--- src/rtl/bldc_step_pkg.sv ---
package bldc_step_pkg;

  localparam int unsigned PHASES = 3;
  localparam int unsigned CODE_W = 3;
  localparam int unsigned STEPS  = 2 * PHASES;
  localparam int unsigned STEP_W = $clog2(STEPS);

  typedef logic [CODE_W-1:0] code_t;
  typedef logic [STEP_W-1:0] step_t;
  typedef logic [PHASES-1:0] phase_vec_t;

  typedef struct packed {
    logic  valid;
    step_t step;
  } hall_dec_t;

  typedef struct packed {
    phase_vec_t top_on;
    phase_vec_t bot_on;
    logic       fault;
  } drive_t;

  // 120 degree spacing: 000 and 111 never occur
  function automatic hall_dec_t dec_120(input code_t c);
    hall_dec_t r;
    r.valid = 1'b1;
    unique case (c)
      3'b101:  r.step = step_t'(0);
      3'b100:  r.step = step_t'(1);
      3'b110:  r.step = step_t'(2);
      3'b010:  r.step = step_t'(3);
      3'b011:  r.step = step_t'(4);
      3'b001:  r.step = step_t'(5);
      default: begin r.valid = 1'b0; r.step = '0; end
    endcase
    return r;
  endfunction

  // 60 degree spacing: 010 and 101 never occur
  function automatic hall_dec_t dec_60(input code_t c);
    hall_dec_t r;
    r.valid = 1'b1;
    unique case (c)
      3'b000:  r.step = step_t'(0);
      3'b100:  r.step = step_t'(1);
      3'b110:  r.step = step_t'(2);
      3'b111:  r.step = step_t'(3);
      3'b011:  r.step = step_t'(4);
      3'b001:  r.step = step_t'(5);
      default: begin r.valid = 1'b0; r.step = '0; end
    endcase
    return r;
  endfunction

  // forward-rotation high-side phase for a step (one-hot)
  function automatic phase_vec_t fwd_top(input step_t s);
    case (s)
      step_t'(0), step_t'(1): return phase_vec_t'(3'b001);
      step_t'(2), step_t'(3): return phase_vec_t'(3'b010);
      step_t'(4), step_t'(5): return phase_vec_t'(3'b100);
      default:                return '0;
    endcase
  endfunction

  // forward-rotation low-side phase for a step (one-hot)
  function automatic phase_vec_t fwd_bot(input step_t s);
    case (s)
      step_t'(0), step_t'(5): return phase_vec_t'(3'b010);
      step_t'(1), step_t'(2): return phase_vec_t'(3'b100);
      step_t'(3), step_t'(4): return phase_vec_t'(3'b001);
      default:                return '0;
    endcase
  endfunction

endpackage

--- src/rtl/bldc_hall_decode.sv ---
module bldc_hall_decode
  import bldc_step_pkg::*;
(
  input  code_t code,
  input  logic  sel_60deg,
  output logic  valid,
  output step_t step
);

  hall_dec_t d120, d60, dsel;

  always_comb begin
    d120 = dec_120(code);
    d60  = dec_60(code);
    dsel = sel_60deg ? d60 : d120;
  end

  assign valid = dsel.valid;
  assign step  = dsel.step;

endmodule

--- src/rtl/bldc_phase_map.sv ---
module bldc_phase_map
  import bldc_step_pkg::*;
(
  input  step_t      step,
  input  logic       dir_rev,
  output phase_vec_t top_on,
  output phase_vec_t bot_on
);

  phase_vec_t f_top, f_bot;

  always_comb begin
    f_top = fwd_top(step);
    f_bot = fwd_bot(step);
  end

  // reverse rotation drives current the other way: swap the two sides
  assign top_on = dir_rev ? f_bot : f_top;
  assign bot_on = dir_rev ? f_top : f_bot;

endmodule

--- src/rtl/bldc_drive_arbiter.sv ---
module bldc_drive_arbiter
  import bldc_step_pkg::*;
(
  input  logic       valid,
  input  logic       brake,
  input  logic       enable,
  input  logic       over_cur,
  input  phase_vec_t run_top,
  input  phase_vec_t run_bot,
  output drive_t     nxt
);

  drive_t base;

  // priority: sensor validity, then brake, then enable, then run
  always_comb begin
    base = '0;
    if (!valid) begin
      base.top_on = '0;
      base.bot_on = brake ? '1 : '0;
      base.fault  = 1'b1;
    end else if (brake) begin
      base.top_on = '0;
      base.bot_on = '1;
      base.fault  = !enable;
    end else if (!enable) begin
      base.top_on = '0;
      base.bot_on = '0;
      base.fault  = 1'b1;
    end else begin
      base.top_on = run_top;
      base.bot_on = run_bot;
      base.fault  = 1'b0;
    end
  end

  // overcurrent overrides the low side in every state
  always_comb begin
    nxt = base;
    if (over_cur) begin
      nxt.bot_on = '0;
      nxt.fault  = 1'b1;
    end
  end

endmodule

--- src/rtl/bldc_step_decoder.sv ---
module bldc_step_decoder
  import bldc_step_pkg::*;
(
  input  logic              clk,
  input  logic              rst,
  input  logic              hall_a,
  input  logic              hall_b,
  input  logic              hall_c,
  input  logic              sel_60deg,
  input  logic              dir_rev,
  input  logic              brake,
  input  logic              enable,
  input  logic              over_cur,
  output logic [PHASES-1:0] top_drv_n,
  output logic [PHASES-1:0] bot_drv,
  output logic              fault_n
);

  code_t      hall_code;
  logic       code_valid;
  step_t      step_idx;
  phase_vec_t run_top, run_bot;
  drive_t     drv_next;

  assign hall_code = {hall_a, hall_b, hall_c};

  bldc_hall_decode u_dec (
    .code      (hall_code),
    .sel_60deg (sel_60deg),
    .valid     (code_valid),
    .step      (step_idx)
  );

  bldc_phase_map u_map (
    .step    (step_idx),
    .dir_rev (dir_rev),
    .top_on  (run_top),
    .bot_on  (run_bot)
  );

  bldc_drive_arbiter u_arb (
    .valid    (code_valid),
    .brake    (brake),
    .enable   (enable),
    .over_cur (over_cur),
    .run_top  (run_top),
    .run_bot  (run_bot),
    .nxt      (drv_next)
  );

  for (genvar p = 0; p < PHASES; p++) begin : g_phase
    logic top_q, bot_q;
    always_ff @(posedge clk) begin
      if (rst) begin
        top_q <= 1'b1;
        bot_q <= 1'b0;
      end else begin
        top_q <= ~drv_next.top_on[p];
        bot_q <= drv_next.bot_on[p];
      end
    end
    assign top_drv_n[p] = top_q;
    assign bot_drv[p]   = bot_q;
  end

  logic fault_q;
  always_ff @(posedge clk) begin
    if (rst) fault_q <= 1'b0;
    else     fault_q <= ~drv_next.fault;
  end
  assign fault_n = fault_q;

endmodule

--- config.mk ---
export PLATFORM = sky130hd
export DESIGN_NAME = bldc_step_decoder
export DESIGN_NICKNAME = d
export VERILOG_FILES = /design/src/rtl/bldc_step_pkg.sv /design/src/rtl/bldc_hall_decode.sv /design/src/rtl/bldc_phase_map.sv /design/src/rtl/bldc_drive_arbiter.sv /design/src/rtl/bldc_step_decoder.sv
export SDC_FILE = /design/constraint.sdc
export NUM_CORES = 1
export LEC_CHECK = 0
export ABC_CLOCK_PERIOD_IN_PS = 4200
export BUFFER_PORTS_ARGS = -buffer_cell sky130_fd_sc_hd__buf_2
export CORE_AREA = 3 3 40 42
export DETAILED_ROUTE_END_ITERATION = 12
export DIE_AREA = 0 0 43 45
export PLACE_DENSITY = 0.64
export SYNTH_ARGS = -nofsm -noshare
export SYNTH_HDL_FRONTEND = slang
export SYNTH_SLANG_ARGS = --single-unit
--- constraint.sdc ---
create_clock -name clk -period 4.2 [get_ports clk]
set_clock_uncertainty 0.1 [all_clocks]
set_input_delay 0.42 -clock clk [delete_from_list [all_inputs] [get_ports clk]]
set_output_delay 0.42 -clock clk [all_outputs]
set_load 0.05 [all_outputs]
Yosys cells after proc, flatten, opt, wreduce, memory -nomap -nowiden
Cells that the tools add are included.
{"block": "word_totals", "ff_bits": 7, "input_bits": 10, "out_inout_bits": 7, "elab_cells": 49}
{"block": "op_classes", "eq_ne": 12, "mux": 14, "n_bitwise": 4, "n_reduce_logical": 12}
{"op": "$pmux W3 S5", "count": 2}
{"op": "$mux W7", "count": 3}
{"op": "$eq A3 B3 Y1 const B", "count": 6}
{"op": "$pmux W3 S3", "count": 2}
{"op": "$reduce_or A2 Y1", "count": 7}
{"op": "$eq A3 B2 Y1 const B", "count": 4}
{"op": "$reduce_or A6 Y1", "count": 2}
{"op": "$mux W3", "count": 3}
{"op": "$eq A3 B1 Y1 const B", "count": 2}
{"op": "$logic_not A3 Y1", "count": 2}
{"op": "$mux W4", "count": 1}
{"op": "$not A1 Y1", "count": 4}
{"op": "$mux W1", "count": 3}
{"op": "$logic_not A1 Y1", "count": 1}

Logic depth before layout (Yosys ltp)
{"block": "depth", "word_depth": 13, "depth_mapped": 5, "mapped_depth_nobuf": 4}

Modules after synthesis
From an unflattened synthesis, not the netlist that was laid out.
{"block": "hier_totals", "hier_cells": 69, "area_unflattened_um2": 583.1}
{"module": "bldc_step_decoder", "n_inst": 1, "cells_per_inst": 20, "area_each_um2": 226.5, "seq_area_each_um2": 140.1}
{"module": "bldc_phase_map", "n_inst": 1, "cells_per_inst": 25, "area_each_um2": 200.2, "seq_area_each_um2": 0.0}
{"module": "bldc_hall_decode", "n_inst": 1, "cells_per_inst": 13, "area_each_um2": 91.3, "seq_area_each_um2": 0.0}
{"module": "bldc_drive_arbiter", "n_inst": 1, "cells_per_inst": 11, "area_each_um2": 65.1, "seq_area_each_um2": 0.0}

Worst setup path before layout
Ideal clock, no wire load.
{"block": "synth_timing", "path_type": "input to register", "start": "input sel_60deg", "end": "register g_phase[2].top_q", "setup_time_ps": 134, "arrival_ps": 1374, "required_time_ps": 3966, "slack_ps": 2592, "path_stages": 5, "n_path_buf": 1, "path_cell_list": "buf_4 > xor2_2 > nand3_1 > nand3b_4 > or4_1"}
{"block": "synth_via", "elab_chain_cells": 9, "word_cells_on_any_way": 20, "cone_classes": "eq/ne (5); mux (7); bitwise (1); reduce/logical (7)"}
{"element": "start: declaration", "line_no": "bldc_step_decoder.sv:9", "source": "input logic sel_60deg,"}
{"element": "$mux W4 *", "line_no": "bldc_hall_decode.sv:15", "source": "dsel = sel_60deg ? d60 : d120;"}
{"element": "$eq A3 B3 Y1 (tied with other cells)", "line_no": "bldc_step_pkg.sv:57, bldc_step_pkg.sv:67"}
{"element": "$reduce_or A2 Y1, on equally long branches", "line_no": "bldc_step_pkg.sv:57, bldc_step_pkg.sv:67"}
{"element": "$pmux W3 S3, on equally long branches", "line_no": "bldc_step_pkg.sv:57, bldc_step_pkg.sv:67"}
{"element": "$mux W3", "line_no": "bldc_phase_map.sv:18", "source": "assign top_on = dir_rev ? f_bot : f_top;"}
{"element": "$mux W7", "line_no": "bldc_drive_arbiter.sv:26", "source": "end else if (!enable) begin"}
{"element": "$mux W7", "line_no": "bldc_drive_arbiter.sv:22", "source": "end else if (brake) begin"}
{"element": "$mux W7 *", "line_no": "bldc_drive_arbiter.sv:18", "source": "if (!valid) begin"}
{"element": "$not A1 Y1 *", "line_no": "bldc_step_decoder.sv:58", "source": "top_q <= ~drv_next.top_on[p];"}
{"element": "end signal: assignment", "line_no": "bldc_step_decoder.sv:58"}
{"element": "end: declaration", "line_no": "bldc_step_decoder.sv:52", "source": "logic top_q, bot_q;"}
Mark *: on every way between the ends. The rest lies on a longest branch, timed or not.
A chain may end at the register's enable or synchronous reset.

Worst setup path in the final report
{"block": "layout_timing", "start": "input hall_b", "end": "register g_phase[2].top_q"}
{"block": "layout_via", "elab_chain_cells": 11, "word_cells_on_any_way": 34, "cone_classes": "eq/ne (12); mux (11); bitwise (1); reduce/logical (10)"}
{"element": "start: declaration", "line_no": "bldc_step_decoder.sv:7", "source": "input logic hall_b,"}
{"element": "$eq A3 B1 Y1 (tied with other cells)", "line_no": "bldc_step_pkg.sv:27, bldc_step_pkg.sv:43"}
{"element": "$pmux W3 S5, on equally long branches", "line_no": "bldc_step_pkg.sv:27, bldc_step_pkg.sv:43"}
{"element": "$mux W4 *", "line_no": "bldc_hall_decode.sv:15"}
{"element": "$eq A3 B3 Y1 (tied with other cells)", "line_no": "bldc_step_pkg.sv:57, bldc_step_pkg.sv:67"}
{"element": "$reduce_or A2 Y1, on equally long branches", "line_no": "bldc_step_pkg.sv:57, bldc_step_pkg.sv:67"}
{"element": "$pmux W3 S3, on equally long branches", "line_no": "bldc_step_pkg.sv:57, bldc_step_pkg.sv:67"}
{"element": "$mux W3", "line_no": "bldc_phase_map.sv:18"}
{"element": "$mux W7", "line_no": "bldc_drive_arbiter.sv:26"}
{"element": "$mux W7", "line_no": "bldc_drive_arbiter.sv:22"}
{"element": "$mux W7 *", "line_no": "bldc_drive_arbiter.sv:18"}
{"element": "$not A1 Y1 *", "line_no": "bldc_step_decoder.sv:58"}
Marks and branches as above.

==> key figures <==
Logic synthesis
  • Cell taking the most area after synthesis: dfxtp_1
  • Top-area cell type share of the netlist area: 0.280
  • Yosys warns: 0
  • Syn Nets: 69
  • Simple-gate share of the synthesized area: 0.250
  • Post-synth cell types: 26
  • Adder-Cell Fraction of Synth Area: 0
  • Mapped Area: 500 sq um
  • Synthesized area per cell: 8.48 sq um
  • Synth top area cells: dfxtp_1 (28%), buf_4 (14%), o21ai_0 (5.0%)
  • Cell count after synthesis: 59
  • #FFs+latches synth: 7
  • Register area share after synthesis: 0.280
  • Synth Area in Compound Gates: 0.258
  • XOR/XNOR Fraction of Synth Area: 0.0325
  • Largest family of logic cells by synthesized area: compound AO/OA/AOI/OAI gates
  • Post-synthesis mux area share: 0

Clock tree
  • # hold bufs at CTS: 0
  • Resized cells post-CTS: 0
  • Setup Fix Bufs, Post-CTS: 0
  • CTS buffer count: 3
  • CTS clk-pin slew, worst paths: 0.05 ns
  • CTS tree: built
  • Root Driver: clkbuf_4
  • CTS H-tree depth: 1
  • Clk sink count: 7
  • Clk buf depth: 2

Route
  • Routed len/inst: 11.7 microns
  • Residual DRC count: 0
  • Drt first pass iters: 4
  • DR iter-0 viols: 15
  • Vias/cell: 5.18
  • WL final: 971 microns
  • Remaining antenna violation count: 0
  • Via count: 430

Worst setup path
  • Delay-heaviest family, CP: simple AND/OR/NAND/NOR gates
  • Critical path buffer and inverter count: 1
  • Arrival @ worst endpoint: 1.50 ns
  • Kind of critical path: input pin to flop
  • Critical path fanouts, max: 10
  • CP startpoint kind: input pin
  • Crit path cell chain: buf_2 -> xor2_2 -> nor3_1 -> nand3b_4 -> or4_1
  • Critical Path End Type: flop
  • CP required: 4.22 ns
  • Max incr delay on CP: 0.46 ns
  • Slowest-stage cell, CP: or4_1

Final layout
  • Layout cells sized above 1: 0.338
  • Fillers: 137
  • Synth-to-layout area growth: 8.50%
  • Diodes inserted: 0
  • Final nets: 79

Global route
  • Initial antenna violation count: 0
  • First-pass GRT wire length: 1.49 mm
  • Grt ovf: 0
  • Largest net degree at the start of global routing: 12
  • Vias in the first global route: 344
  • All-Layer GR Usage: 0.108

Worst hold path
  • Hold Path Sink: g_phase[0].top_q
  • Worst hold path depth: 2
  • Worst hold-check path type: input pin to flop
  • Origin of the worst min-delay path: rst

STA
  • Max_slew headroom: 0.807
  • Setup violators final: 0
  • Final period utilization: 0.351
  • Setup TNS: 0 ns
  • RSZ-0062 raised after global routing: false
  • Max Freq: 0.679 GHz
  • Min Hold Slack: 0.305 ns
  • Tmin final: 1.47 ns
  • Final slew viol count: 0
  • Final Hold Violating Endpoints: 0
  • Tightest Pin Transition: 0.287 ns

Place
  • Buffers added on ports: 16
  • Dpl hpwl: 729 microns
  • GP Congestion: 0.833

Die
  • Area of the core: 1280 sq um
  • Starting Density: 0.389
  • Row cnt: 13
  • Ports: 17
  • Die extent in y: 45 microns
  • Chip Width: 43 microns
  • Die area: 1940 sq um

Power
  • Max VDD drop: 81.2 uV
  • PD cells: 318 nW/um^2
  • LEAKAGE: 0.225 nW

Run
  • Maxcap violations: 0

Status
  • Status: completed
cells in the final DEF (no fill, tap or decap), types with 2 or more instances in the layout:
master     n
a2111o_1   2
a21oi_1    4
a221oi_1   2
a22oi_1    2
a31oi_1    2
buf_2     16
clkbuf_4   3
dfxtp_1    7
inv_1      2
nand2_1    2
nand2b_1   2
nand3_1    4
nor2_1     3
o21ai_0    5
flip-flops by register name, indices dropped and copies added, names as in the netlist:
signal / count
fault_n: 1
g_phase.bot_q: 3
g_phase.top_q: 3
power by group:
| group | leakage, nW | internal, mW | total (mW) | switching (mW) |
|---|---|---|---|---|
| Sequential | 0.0572 | 0.0690 | 0.0695 | 0.000496 |
| Combinational | 0.153 | 0.0145 | 0.0427 | 0.0282 |
| Clock | 0.0150 | 0.0362 | 0.0604 | 0.0242 |
routing by layer:
metal	up-vias	GRT usage	part of all wire
li1	224	-	-
met4	0	0.108	0.021
met2	16	0.171	0.48
met5	-	0	0
met3	4	0.0239	0.071
met1	186	0.119	0.42
logic make-up (layout without fill, tap and decap cells):
logic type / after synthesis / in the layout
compound gates: 19 / 19
buf+inv: 13 / 22
simple gates: 19 / 19
flops: 7 / 7
xor+xnor: 1 / 1
synth_stat cells:
cell       instances
or2_2              1
nand3b_4           1
nand2b_4           1
a221oi_1           2
a31oi_1            2
nor2_1             3
o21ai_0            5
nand2b_1           2
nand3_1            4
nand2_1            2
buf_6              1
inv_1              2
a2111o_1           2
nor2b_1            1
xor2_2             1
nor3b_1            1
dfxtp_1            7
a22oi_1            2
clkbuf_1           1
buf_4              9
or4_1              1
nor3_1             1
nand3b_1           1
a21oi_1            4
a21boi_0           1
o2bb2ai_1          1
through the flow:
stage	cells	total power, mW	util	worst slack, ns	instance area (sq um)
floorplan	59	0.108	-	2.59	500
global route	83	0.183	0.423	2.65	543
detailed placement	79	0.113	0.402	2.47	517
global placement	79	0.113	0.402	2.46	517
finish	83	0.173	0.423	2.73	543
CTS	83	0.176	0.423	2.75	543
cell type report:
cell class / count / area, sq um / area share
repair buffers: 16 / 80.1 / 0.147
clock buffers: 4 / 26.3 / 0.0484
well taps: 15 / 18.8 / 0.0346
multi-input cells: 39 / 270 / 0.498
flip-flops and latches: 7 / 140 / 0.258
inverters: 2 / 7.51 / 0.0138
worst max-delay path by stage:
stage,end,startpoint,slack [ns],depth (start not counted)
detailed placement,g_phase[2].top_q,hall_b,2.47,5
CTS,g_phase[2].top_q,hall_b,2.75,5
global placement,g_phase[2].top_q,hall_b,2.46,5
global route,g_phase[2].top_q,hall_b,2.65,5
finish,g_phase[2].top_q,hall_b,2.73,5
floorplan,g_phase[2].top_q,sel_60deg,2.59,5
No activity file was read; power rests on OpenSTA's default activity.
